==> src/rtl/srm_pkg.sv <==
package srm_pkg;
    typedef enum logic [1:0] {
        SRM_IDLE  = 2'd0,
        SRM_READ  = 2'd1,
        SRM_WRITE = 2'd2
    } srm_op_e;
endpackage

==> src/rtl/srm_fuse_bank.sv <==
module srm_fuse_bank #(
    parameter int unsigned SPARES = 4,
    parameter int unsigned ROW_W  = 4,
    localparam int unsigned SEL_W = (SPARES > 1) ? $clog2(SPARES) : 1
) (
    input  logic                          clk,
    input  logic                          rst_n,
    input  logic                          prog_en_i,
    input  logic                          lock_i,
    input  logic                          we_i,
    input  logic [SEL_W-1:0]              sel_i,
    input  logic                          valid_i,
    input  logic [ROW_W-1:0]              row_i,
    output logic [SPARES-1:0]             vld_o,
    output logic [SPARES-1:0][ROW_W-1:0]  row_o
);
    typedef struct packed {
        logic                         locked;
        logic [SPARES-1:0]            vld;
        logic [SPARES-1:0][ROW_W-1:0] row;
    } bank_t;

    bank_t st_d, st_q;

    always_comb begin
        st_d = st_q;
        if (lock_i) begin
            st_d.locked = 1'b1;
        end
        if (we_i && prog_en_i && !st_q.locked && (32'(sel_i) < SPARES)) begin
            st_d.vld[sel_i] = valid_i;
            st_d.row[sel_i] = row_i;
        end
    end

    always_ff @(posedge clk or negedge rst_n) begin
        if (!rst_n) begin
            st_q <= '0;
        end else begin
            st_q <= st_d;
        end
    end

    assign vld_o = st_q.vld;
    assign row_o = st_q.row;

    // lock stays set until reset
    p_lock_sticky_r8: assert property (@(posedge clk) disable iff (!rst_n)
        st_q.locked |=> st_q.locked);
    // entries frozen while locked
    p_locked_frozen_r8: assert property (@(posedge clk) disable iff (!rst_n)
        st_q.locked |=> ($stable(st_q.vld) && $stable(st_q.row)));
    // no change without programming enable
    p_noprog_frozen_r7: assert property (@(posedge clk) disable iff (!rst_n)
        !prog_en_i |=> ($stable(st_q.vld) && $stable(st_q.row)));
endmodule

==> src/rtl/srm_remap.sv <==
module srm_remap #(
    parameter int unsigned ROWS   = 16,
    parameter int unsigned SPARES = 4,
    localparam int unsigned ROW_W  = $clog2(ROWS),
    localparam int unsigned PROW_W = $clog2(ROWS + SPARES)
) (
    input  logic                          clk,
    input  logic                          rst_n,
    input  logic                          req_valid_i,
    input  logic [ROW_W-1:0]              req_row_i,
    input  logic [SPARES-1:0]             fuse_vld_i,
    input  logic [SPARES-1:0][ROW_W-1:0]  fuse_row_i,
    output logic [PROW_W-1:0]             phys_row_o,
    output logic                          hit_o
);
    logic [SPARES-1:0] match;
    logic [SPARES-1:0] grant;

    for (genvar k = 0; k < SPARES; k++) begin : g_cmp
        assign match[k] = fuse_vld_i[k] && (fuse_row_i[k] == req_row_i);
    end

    always_comb begin
        grant      = '0;
        hit_o      = 1'b0;
        phys_row_o = PROW_W'(req_row_i);
        for (int k = SPARES - 1; k >= 0; k--) begin
            if (match[k]) begin
                grant      = '0;
                grant[k]   = 1'b1;
                hit_o      = 1'b1;
                phys_row_o = PROW_W'(ROWS + k);
            end
        end
    end

    // at most one spare is chosen per access
    p_single_grant_r6: assert property (@(posedge clk) disable iff (!rst_n)
        req_valid_i |-> $onehot0(grant));
    // a repaired row always lands beyond the visible rows
    p_spare_target_r4: assert property (@(posedge clk) disable iff (!rst_n)
        (req_valid_i && hit_o) |-> (32'(phys_row_o) >= ROWS));
    // an unrepaired row stays inside the visible rows
    p_normal_target_r4: assert property (@(posedge clk) disable iff (!rst_n)
        (req_valid_i && !hit_o) |-> (32'(phys_row_o) < ROWS));
endmodule

==> src/rtl/srm_array.sv <==
module srm_array #(
    parameter int unsigned DATA_W = 8,
    parameter int unsigned PROWS  = 20,
    parameter int unsigned COLS   = 4,
    localparam int unsigned PROW_W = $clog2(PROWS),
    localparam int unsigned COL_W  = $clog2(COLS),
    localparam int unsigned DEPTH  = PROWS * COLS,
    localparam int unsigned IDX_W  = $clog2(DEPTH)
) (
    input  logic              clk,
    input  logic              rst_n,
    input  srm_pkg::srm_op_e  op_i,
    input  logic [PROW_W-1:0] prow_i,
    input  logic [COL_W-1:0]  col_i,
    input  logic [DATA_W-1:0] wdata_i,
    output logic              rsp_valid_o,
    output logic [DATA_W-1:0] rdata_o
);
    import srm_pkg::*;

    typedef struct packed {
        logic              rsp_valid;
        logic [DATA_W-1:0] rdata;
    } rsp_t;

    logic [DATA_W-1:0] mem [DEPTH];
    logic [IDX_W-1:0]  idx;
    rsp_t              rs_d, rs_q;

    assign idx = IDX_W'(32'(prow_i) * COLS + 32'(col_i));

    always_comb begin
        rs_d           = rs_q;
        rs_d.rsp_valid = (op_i != SRM_IDLE);
        if (op_i == SRM_READ) begin
            rs_d.rdata = mem[idx];
        end
    end

    always_ff @(posedge clk or negedge rst_n) begin
        if (!rst_n) begin
            rs_q <= '0;
        end else begin
            rs_q <= rs_d;
        end
    end

    always_ff @(posedge clk) begin
        if (op_i == SRM_WRITE) begin
            mem[idx] <= wdata_i;
        end
    end

    assign rsp_valid_o = rs_q.rsp_valid;
    assign rdata_o     = rs_q.rdata;

    // every access is answered on the next cycle
    p_rsp_follows_req_r2: assert property (@(posedge clk) disable iff (!rst_n)
        (op_i != SRM_IDLE) |=> rsp_valid_o);
    // no response without an access
    p_no_spurious_rsp_r2: assert property (@(posedge clk) disable iff (!rst_n)
        (op_i == SRM_IDLE) |=> !rsp_valid_o);
endmodule

==> src/rtl/spare_row_mem.sv <==
module spare_row_mem #(
    parameter int unsigned DATA_W = 8,
    parameter int unsigned ROWS   = 16,
    parameter int unsigned COLS   = 4,
    parameter int unsigned SPARES = 4,
    localparam int unsigned ROW_W  = $clog2(ROWS),
    localparam int unsigned COL_W  = $clog2(COLS),
    localparam int unsigned ADDR_W = ROW_W + COL_W,
    localparam int unsigned PROWS  = ROWS + SPARES,
    localparam int unsigned PROW_W = $clog2(PROWS),
    localparam int unsigned SEL_W  = (SPARES > 1) ? $clog2(SPARES) : 1
) (
    input  logic              clk,
    input  logic              rst_n,
    input  logic              req_valid,
    input  logic              req_write,
    input  logic [ADDR_W-1:0] req_addr,
    input  logic [DATA_W-1:0] req_wdata,
    output logic              rsp_valid,
    output logic [DATA_W-1:0] rsp_rdata,
    input  logic              fuse_prog_en,
    input  logic              fuse_lock,
    input  logic              fuse_we,
    input  logic [SEL_W-1:0]  fuse_sel,
    input  logic              fuse_valid,
    input  logic [ROW_W-1:0]  fuse_row
);
    import srm_pkg::*;

    logic [SPARES-1:0]            f_vld;
    logic [SPARES-1:0][ROW_W-1:0] f_row;
    logic [ROW_W-1:0]             v_row;
    logic [COL_W-1:0]             v_col;
    logic [PROW_W-1:0]            p_row;
    logic                         hit;
    srm_op_e                      op;

    assign v_row = req_addr[ADDR_W-1:COL_W];
    assign v_col = req_addr[COL_W-1:0];

    always_comb begin
        op = SRM_IDLE;
        if (req_valid) begin
            op = req_write ? SRM_WRITE : SRM_READ;
        end
    end

    srm_fuse_bank #(.SPARES(SPARES), .ROW_W(ROW_W)) i_fuse (
        .clk(clk), .rst_n(rst_n), .prog_en_i(fuse_prog_en), .lock_i(fuse_lock),
        .we_i(fuse_we), .sel_i(fuse_sel), .valid_i(fuse_valid), .row_i(fuse_row),
        .vld_o(f_vld), .row_o(f_row)
    );

    srm_remap #(.ROWS(ROWS), .SPARES(SPARES)) i_remap (
        .clk(clk), .rst_n(rst_n), .req_valid_i(req_valid), .req_row_i(v_row),
        .fuse_vld_i(f_vld), .fuse_row_i(f_row), .phys_row_o(p_row), .hit_o(hit)
    );

    srm_array #(.DATA_W(DATA_W), .PROWS(PROWS), .COLS(COLS)) i_array (
        .clk(clk), .rst_n(rst_n), .op_i(op), .prow_i(p_row), .col_i(v_col),
        .wdata_i(req_wdata), .rsp_valid_o(rsp_valid), .rdata_o(rsp_rdata)
    );

    // nothing is repaired in the cycle after reset ends
    p_clean_after_reset_r1: assert property (@(posedge clk) disable iff (!rst_n)
        $rose(rst_n) |-> (f_vld == '0));
endmodule

==> config.mk <==
export PLATFORM = sky130hd
export DESIGN_NAME = spare_row_mem
export DESIGN_NICKNAME = d
export VERILOG_FILES = /design/src/rtl/srm_pkg.sv /design/src/rtl/srm_fuse_bank.sv /design/src/rtl/srm_remap.sv /design/src/rtl/srm_array.sv /design/src/rtl/spare_row_mem.sv
export SDC_FILE = /design/constraint.sdc
export NUM_CORES = 1
export LEC_CHECK = 0
export ABC_AREA = 1
export BUFFER_PORTS_ARGS = -buffer_cell sky130_fd_sc_hd__buf_2
export CAP_MARGIN = 25
export CORE_UTILIZATION = 25
export DETAILED_ROUTE_END_ITERATION = 8
export GPL_TIMING_DRIVEN = 0
export SLEW_MARGIN = 20
export SYNTH_ARGS = -nofsm -noshare
export SYNTH_HDL_FRONTEND = slang
export SYNTH_HIERARCHICAL = 1
export SYNTH_SLANG_ARGS = --single-unit
==> constraint.sdc <==
create_clock -name clk -period 2.6 [get_ports clk]
set_input_delay 0.39 -clock clk [delete_from_list [all_inputs] [get_ports clk]]
set_output_delay 0.39 -clock clk [all_outputs]
set_load 0.02 [all_outputs]
==> key figures, run 1 <==
Run status
  • Status: finished, violations left
  • Failing checks: negative setup slack

Clocking
  • Root buffer cell: clkbuf_16
  • Worst-path clk slew: 0.06 ns
  • Sink Count: 670
  • CTS HTree Levels: 3
  • TritonCTS clock tree: done
  • CTS Buffer Depth: 3
  • Worst-Skew Late Latency: 0.65 ns
  • TritonCTS Buffers: 71

Route
  • Total wire length: 92000 um
  • DRC viols: 0
  • Detail Route Antenna Nets: 0
  • Via count: 21300
  • DR vias/cell: 4.56
  • DR pass1 iterations: 7
  • Starting DRC count in detailed routing: 2418
  • WL per Instance: 19.6 um

Synth
  • Synth Instances: 2845
  • Synthesized Nets: 2873
  • Compound-cell area share of the yosys netlist: 1.39%
  • Seq/Total Area, Yosys: 68.4%
  • Mux cell area share after synthesis: 0%
  • Post-Syn Area: 29200 um2
  • Avg Cell Area, Syn: 10.3 um2
  • Synth unique cells: 31
  • Post-synthesis xor/xnor area fraction: 0.0900%
  • Flops & latches, synth: 670
  • Adder-Cell Fraction of Synth Area: 0%
  • Post-Synth Simple-Gate Area: 24.5%
  • Synth warn: 6
  • Largest family of logic cells by synthesized area: simple AND/OR/NAND/NOR gates

Setup path
  • CP Capture Type: flip-flop
  • Worst R2R Setup Slack: -0.33 ns
  • WP data required: 3.14 ns
  • Critical path's slowest cell: nand2_2
  • Worst EP arrival: 3.47 ns
  • Worst Path Max Fanout: 9
  • Cell Chain, Critical Path: buf_4, a21boi_2, nand4_1, buf_4, nand2_2, nor3_4, nor2_2, nand2_2, inv_1, a21boi_1, nand2_1, inv_1, nand3_4, nand2_2, inv_1
  • CP max stage delay: 0.40 ns
  • Buf/Inv on CP: 5
  • CP top delay family: simple AND/OR/NAND/NOR gates
  • Setup CP Type: reg2reg
  • Startpoint types: flip-flop

STA
  • Final hold slack: 0.0426 ns
  • Worst Skew: 0.0380 ns
  • Final Hold Fails: 0
  • Tmin final: 2.93 ns
  • Worst-Margin Slew: 1.09 ns
  • RSZ-0062 raised after global routing: true
  • Fin crit share: 113%
  • FMAX: 341 MHz
  • Worst rel slew slack: 26.8%
  • Final setup viols: 644
  • Slew Viols, Final: 0
  • Setup ws final: -0.332 ns
  • Total negative slack: -79.21 ns

Placement
  • Port bufs: 34
  • Post-DP HPWL: 56700 um
  • Placed instance count: 4414
  • Pre-CTS WS: -1.49 ns
  • Placer Congestion: 0.914

Global routing
  • First-pass GRT wire length: 132000 um
  • Vias in the first global route: 20100
  • GRT overflow: 0
  • GRT Resource Usage Total: 15.2%
  • Initial antenna violation count: 4
  • Pin count of the biggest net entering global routing: 81

Floorplanning
  • Core area: 116000 um2
  • Die ar.: 118000 um2
  • Die width: 344 um
  • Row count: 125
  • Initial Utilization: 25.2%
  • Ports: 37
  • Overall die height: 344 um

Pwr
  • Pwr/cell area: 634 nW/um2
  • Net Switching: 5760 uW
  • Switching Share: 24.5%
  • P_leak: 0.0148 uW
  • Sequential fraction of design power: 50.6%
  • Internal power: 17700 uW
  • Combinational fraction of design power: 8.5%
  • Clk pwr share: 40.8%
  • Max VDD drop: 0.591 mV

Cells and area
  • Number of fill cells in the layout: 11500
  • P&R area growth vs syn: 26.9%
  • Final #Nets: 3134
  • Share of layout cells above drive strength 1: 20.9%
  • Final non-filler cell total: 4686

Run
  • Max-cap violations: 0

Worst hold path
  • Hold Crit Class: in2reg
-- cell usage in the layout (no fill, tap or decap), types with 30 or more instances in the layout --
master,synthesis,layout
nor2_4,6,90
inv_1,164,159
buf_6,23,36
nor2_2,7,33
edfxtp_1,640,640
clkbuf_16,0,73
or2_2,36,36
buf_2,50,61
dfrtp_1,30,30
nand2_1,1236,1202
nor2_1,304,194
o21ai_1,30,30
buf_4,48,120
buf_12,0,84
nand3_1,134,121
-- worst reg2reg max path, delay by kind of cell (launching register included) --
| family | cells | cell delay (ns) |
|---|---|---|
| AO/OA/AOI/OAI | 2 | 0.41 |
| buffers and inverters | 5 | 0.58 |
| flip-flops | 1 | 0.37 |
| AND/OR/NAND/NOR | 8 | 1.49 |
-- kinds of logic after synthesis --
logic type | after synthesis
and+or+nand+nor | 1780
DFF | 670
buffers and inverters | 324
AOI/OAI and AO/OA | 68
xor gates and xnor gates | 3
-- registers in the layout (all words and copies together) (netlist names) --
name,count
i_fuse/st_q,1
i_array/rsp_valid_o,1
i_array/rdata_o,8
i_fuse/vld_o,4
i_array/mem,640
i_fuse/row_o,16
-- synth_stat cells --
cell type | count | area, um2
inv_4 | 1 | 6.26
buf_4 | 48 | 360
o211ai_1 | 23 | 173
buf_8 | 1 | 15.0
or2_2 | 36 | 225
clkbuf_1 | 17 | 63.8
a21oi_1 | 3 | 15.0
nor3_1 | 4 | 20.0
or2_0 | 13 | 81.3
nand4_1 | 8 | 50.1
nor2_4 | 6 | 67.6
nand2_2 | 10 | 62.6
nand2_1 | 1236 | 4640
buf_2 | 50 | 250
inv_1 | 164 | 616
clkinv_1 | 2 | 7.51
nor2_1 | 304 | 1140
edfxtp_1 | 640 | 19200
xnor2_1 | 3 | 26.3
nor2_2 | 7 | 43.8
o21ai_1 | 30 | 150
or2_1 | 17 | 106
o21ai_0 | 9 | 45.0
dfrtp_1 | 30 | 751
nand3b_1 | 3 | 22.5
buf_1 | 6 | 22.5
nand3_2 | 2 | 20.0
buf_6 | 23 | 259
inv_2 | 12 | 45.0
a21boi_1 | 3 | 22.5
nand3_1 | 134 | 671
-- path summary, 6_finish.rpt --
| path | from | endpoint | cells after the start |
|---|---|---|---|
| min in group asynchronous | rst_n | i_fuse/row_o[11] | 2 |
| setup reg to reg | i_fuse/vld_o[1] | i_array/rdata_o[0] | 15 |
| setup / recovery | i_fuse/vld_o[1] | i_array/rdata_o[0] | 15 |
| hold / removal | req_write | i_array/rsp_valid_o | 4 |
| hold reg to reg | i_fuse/vld_o[1] | i_fuse/vld_o[1] | 2 |
| max in group asynchronous | rst_n | i_array/rdata_o[2] | 2 |
-- area by class of cell --
| class | count | area [um2] | area share (%) |
|---|---|---|---|
| sequential | 670 | 20000 | 53.9 |
| multi-input combinational | 1851 | 8690 | 23.4 |
| timing repair buffer | 197 | 2510 | 6.78 |
| tap | 1524 | 1910 | 5.15 |
| clock buffer | 89 | 1880 | 5.06 |
| buffer | 136 | 1110 | 2.99 |
| inverter | 179 | 709 | 1.92 |
| clock inverter | 39 | 279 | 0.753 |
| antenna | 1 | 2.50 | 0.00675 |
-- metal layers --
layer	global-route usage [%]	wire (um)
met3	3.32	8850
met4	7.31	4450
met2	24.4	42700
met5	0	34
met1	19.3	36000
-- power by group through the flow --
stage	Combinational, uW	Clock, uW	Sequential (uW)
floorplan	884	0	12200
global placement	1630	0	12100
detailed placement	1670	0	12100
CTS	1890	9690	11900
global route	2140	10100	11900
finish	2010	9600	11900
-- repair_timing --
item / in CTS / in global routing
cloned: 1 / 1
endpoints found under the hold margin: 31 / 0
hold buffers: 2 / 0
gates resized for setup: 309 / 47
pin swaps: 104 / 44
buffers inserted: 132 / 17
endpoints found under the setup margin: 648 / 648
-- through the flow --
stage	utilization, %	total power [uW]	instance area, um2
after floorplan	-	13000	29200
after global placement	27.0	13800	31300
after detailed placement	27.2	13800	31500
after CTS	31.6	23500	36700
after global routing	31.9	24100	37000
final	31.9	23500	37000
Note: power is estimated with default switching activity, not from simulation.
==> run 2, diff against run 1 <==
--- a/config.mk
+++ b/config.mk
@@ -8,9 +8,12 @@
 export ABC_AREA = 1
 export BUFFER_PORTS_ARGS = -buffer_cell sky130_fd_sc_hd__buf_2
 export CAP_MARGIN = 25
+export CELL_PAD_IN_SITES_DETAIL_PLACEMENT = 1
+export CELL_PAD_IN_SITES_GLOBAL_PLACEMENT = 1
 export CORE_UTILIZATION = 25
 export DETAILED_ROUTE_END_ITERATION = 8
 export GPL_TIMING_DRIVEN = 0
+export PLACE_DENSITY_LB_ADDON = 0.1
 export SLEW_MARGIN = 20
 export SYNTH_ARGS = -nofsm -noshare
 export SYNTH_HDL_FRONTEND = slang
==> run 2 against run 1 <==
Against the previous run: the flow still finishes with violations (negative setup slack); wire length rose by 25%; setup slack better by 0.034 ns; first-iteration DRC count fell by 40%; register-to-register slack better by 0.03 ns; clock power grew 15%; clock skew down 0.0054 ns; largest power group unchanged; highest routed layer is now met4.
==> key figures, run 2 (same netlist as run 1, synthesis figures left out) <==
STA
  • Fin crit share: 111%
  • Slew Viols, Final: 0
  • Worst-Margin Slew: 0.929 ns
  • Worst Skew: 0.0326 ns
  • Tmin final: 2.90 ns
  • Setup ws final: -0.298 ns
  • Total negative slack: -55.81 ns
  • Worst rel slew slack: 38.1%
  • Final Hold Fails: 0
  • FMAX: 345 MHz
  • Final setup viols: 552
  • RSZ-0062 raised after global routing: true

Worst hold path
  • Hold Crit Class: in2reg

Clocking
  • CTS Buffer Depth: 3
  • Sink Count: 670
  • Worst-path clk slew: 0.06 ns
  • CTS HTree Levels: 3
  • TritonCTS clock tree: done
  • Root buffer cell: clkbuf_16
  • TritonCTS Buffers: 82
  • Worst-Skew Late Latency: 0.66 ns

Placement
  • Post-DP HPWL: 76400 um
  • Placer Congestion: 0.816
  • Placed instance count: 4421
  • Port bufs: 34

Floorplanning
  • Die width: 344 um
  • Ports: 37
  • Core area: 116000 um2
  • Row count: 125
  • Die ar.: 118000 um2
  • Initial Utilization: 25.2%
  • Overall die height: 344 um

Route
  • Detail Route Antenna Nets: 0
  • Total wire length: 115000 um
  • DR pass1 iterations: 5
  • WL per Instance: 24.1 um
  • Via count: 21200
  • DRC viols: 0
  • Starting DRC count in detailed routing: 1460
  • DR vias/cell: 4.45

Cells and area
  • P&R area growth vs syn: 33.0%
  • Number of fill cells in the layout: 12800
  • Most frequent cells in the layout: nand2_1, edfxtp_1, nor2_1
  • Share of layout cells above drive strength 1: 23.9%
  • Most common cell after layout, fill and taps aside: nand2_1
  • Final #Nets: 3204
  • Reg area: 20000 um2
  • Final non-filler cell total: 4768
  • Multi-input logic area: 9050 um2
  • Max reg flops: 640
  • Most flops, register: i_array/mem

Setup path
  • Setup CP Type: reg2reg
  • WP data required: 3.21 ns
  • CP Capture Type: flip-flop
  • Worst Path Max Fanout: 10
  • Startpoint types: flip-flop
  • Worst EP arrival: 3.51 ns

Global routing
  • Pin count of the biggest net entering global routing: 73
  • GRT overflow: 0
  • Initial antenna violation count: 1
  • GRT Resource Usage Total: 19.3%
  • First-pass GRT wire length: 161000 um
  • Vias in the first global route: 21900

Pwr
  • Pwr/cell area: 651 nW/um2
  • Internal power: 18900 uW
  • Max VDD drop: 0.452 mV
  • P_leak: 0.0154 uW
  • Sequential fraction of design power: 47.1%
  • Clk pwr share: 43.7%
  • Net Switching: 6320 uW
  • Switching Share: 25.0%
  • Combinational fraction of design power: 9.2%

Run status
  • Failing checks: negative setup slack
  • Status: finished, violations left

Run
  • Max-cap violations: 0
-- run 2: cell count changes in the layout (fill, tap and decap cells not counted), moves of 8 or more --
cell	change
buf_12	+13
buf_4	-25
buf_6	+53
buf_8	+8
clkbuf_16	+13
nand2_1	-13
nand2_8	+11
nor2_1	-12
nor2_4	+16
o21ai_2	+8
-- run 2: power groups by stage --
stage                     clock network, uW  registers [uW]  logic (uW)
after global placement                    0           12100        1830
after global routing                  11800           11900        2500
after CTS                             11400           11900        2170
final                                 11000           11900        2320
after detailed placement                  0           12100        1900
after floorplan                           0           12200         884
-- run 2: timing repair --
item                       4_1_cts  5_1_grt
gates cloned                     2        1
buffers inserted               110      101
hold buffers                     7        0
hold endpoints to repair        39        0
pin swaps                       83      128
setup endpoints to repair      648      642
gates resized for setup        355      170
-- run 2: cell type report --
class                      count  share of cell area, %
antenna                        2                 0.0129
buffer                       130                   3.00
clock buffer                 109                   5.68
clock inverter                41                  0.857
inverter                     179                   1.97
multi-input combinational   1851                   23.3
sequential                   670                   51.4
tap                         1524                   4.91
timing repair buffer         261                   8.82
timing repair inverter         1                 0.0226
-- run 2: worst max-delay path, cell delays in order (launching register included) --
cell	delay (ns)
dfrtp_1	0.41
nand2_1	0.07
nand2_1	0.05
nor2_1	0.10
nand4_1	0.22
a21oi_4	0.34
buf_12	0.18
buf_12	0.12
nand2_8	0.10
buf_6	0.21
nor2_1	0.18
o21ai_2	0.12
nand2_1	0.11
nor2_1	0.04
nor2_1	0.10
nor2_1	0.06
nand2_2	0.08
nand2_4	0.09
nand3_4	0.13
nand2_2	0.07
inv_2	0.04
-- run 2: stage by stage --
step / worst slack, ns / instance area, um2 / hold WS [ns] / power [uW] / utilization (%)
after floorplan: -0.154 / 29200 / 0.0944 / 13000 / -
after global placement: -2.59 / 31300 / 0.468 / 14000 / 27.0
after detailed placement: -2.18 / 31700 / 0.464 / 14000 / 27.3
after CTS: -0.361 / 37300 / 0.00117 / 25500 / 32.1
after global routing: -0.451 / 38800 / 0.0344 / 26200 / 33.5
final: -0.298 / 38800 / 0.0464 / 25300 / 33.5
-- run 2: per-layer routing --
metal,global-route usage (%),vias up,part of all wire [%]
met5,0,-,0
met4,4.94,0,2.2
met3,2.43,123,4.2
met2,31.8,433,47
met1,26.7,10800,46
li1,-,9926,-
-- run 2: path summary, 6_finish.rpt --
check                      cells past startpoint                  to       startpoint  slack [ns]
min in group asynchronous                      2     i_fuse/row_o[8]            rst_n        0.38
max in group asynchronous                      2     i_fuse/row_o[1]            rst_n        1.69
min reg2reg                                    2     i_fuse/vld_o[3]  i_fuse/vld_o[3]        0.48
max                                           20  i_array/rdata_o[2]  i_fuse/row_o[5]       -0.30
min                                            3    i_fuse/row_o[13]      fuse_row[1]        0.05
max reg2reg                                   20  i_array/rdata_o[2]  i_fuse/row_o[5]       -0.30
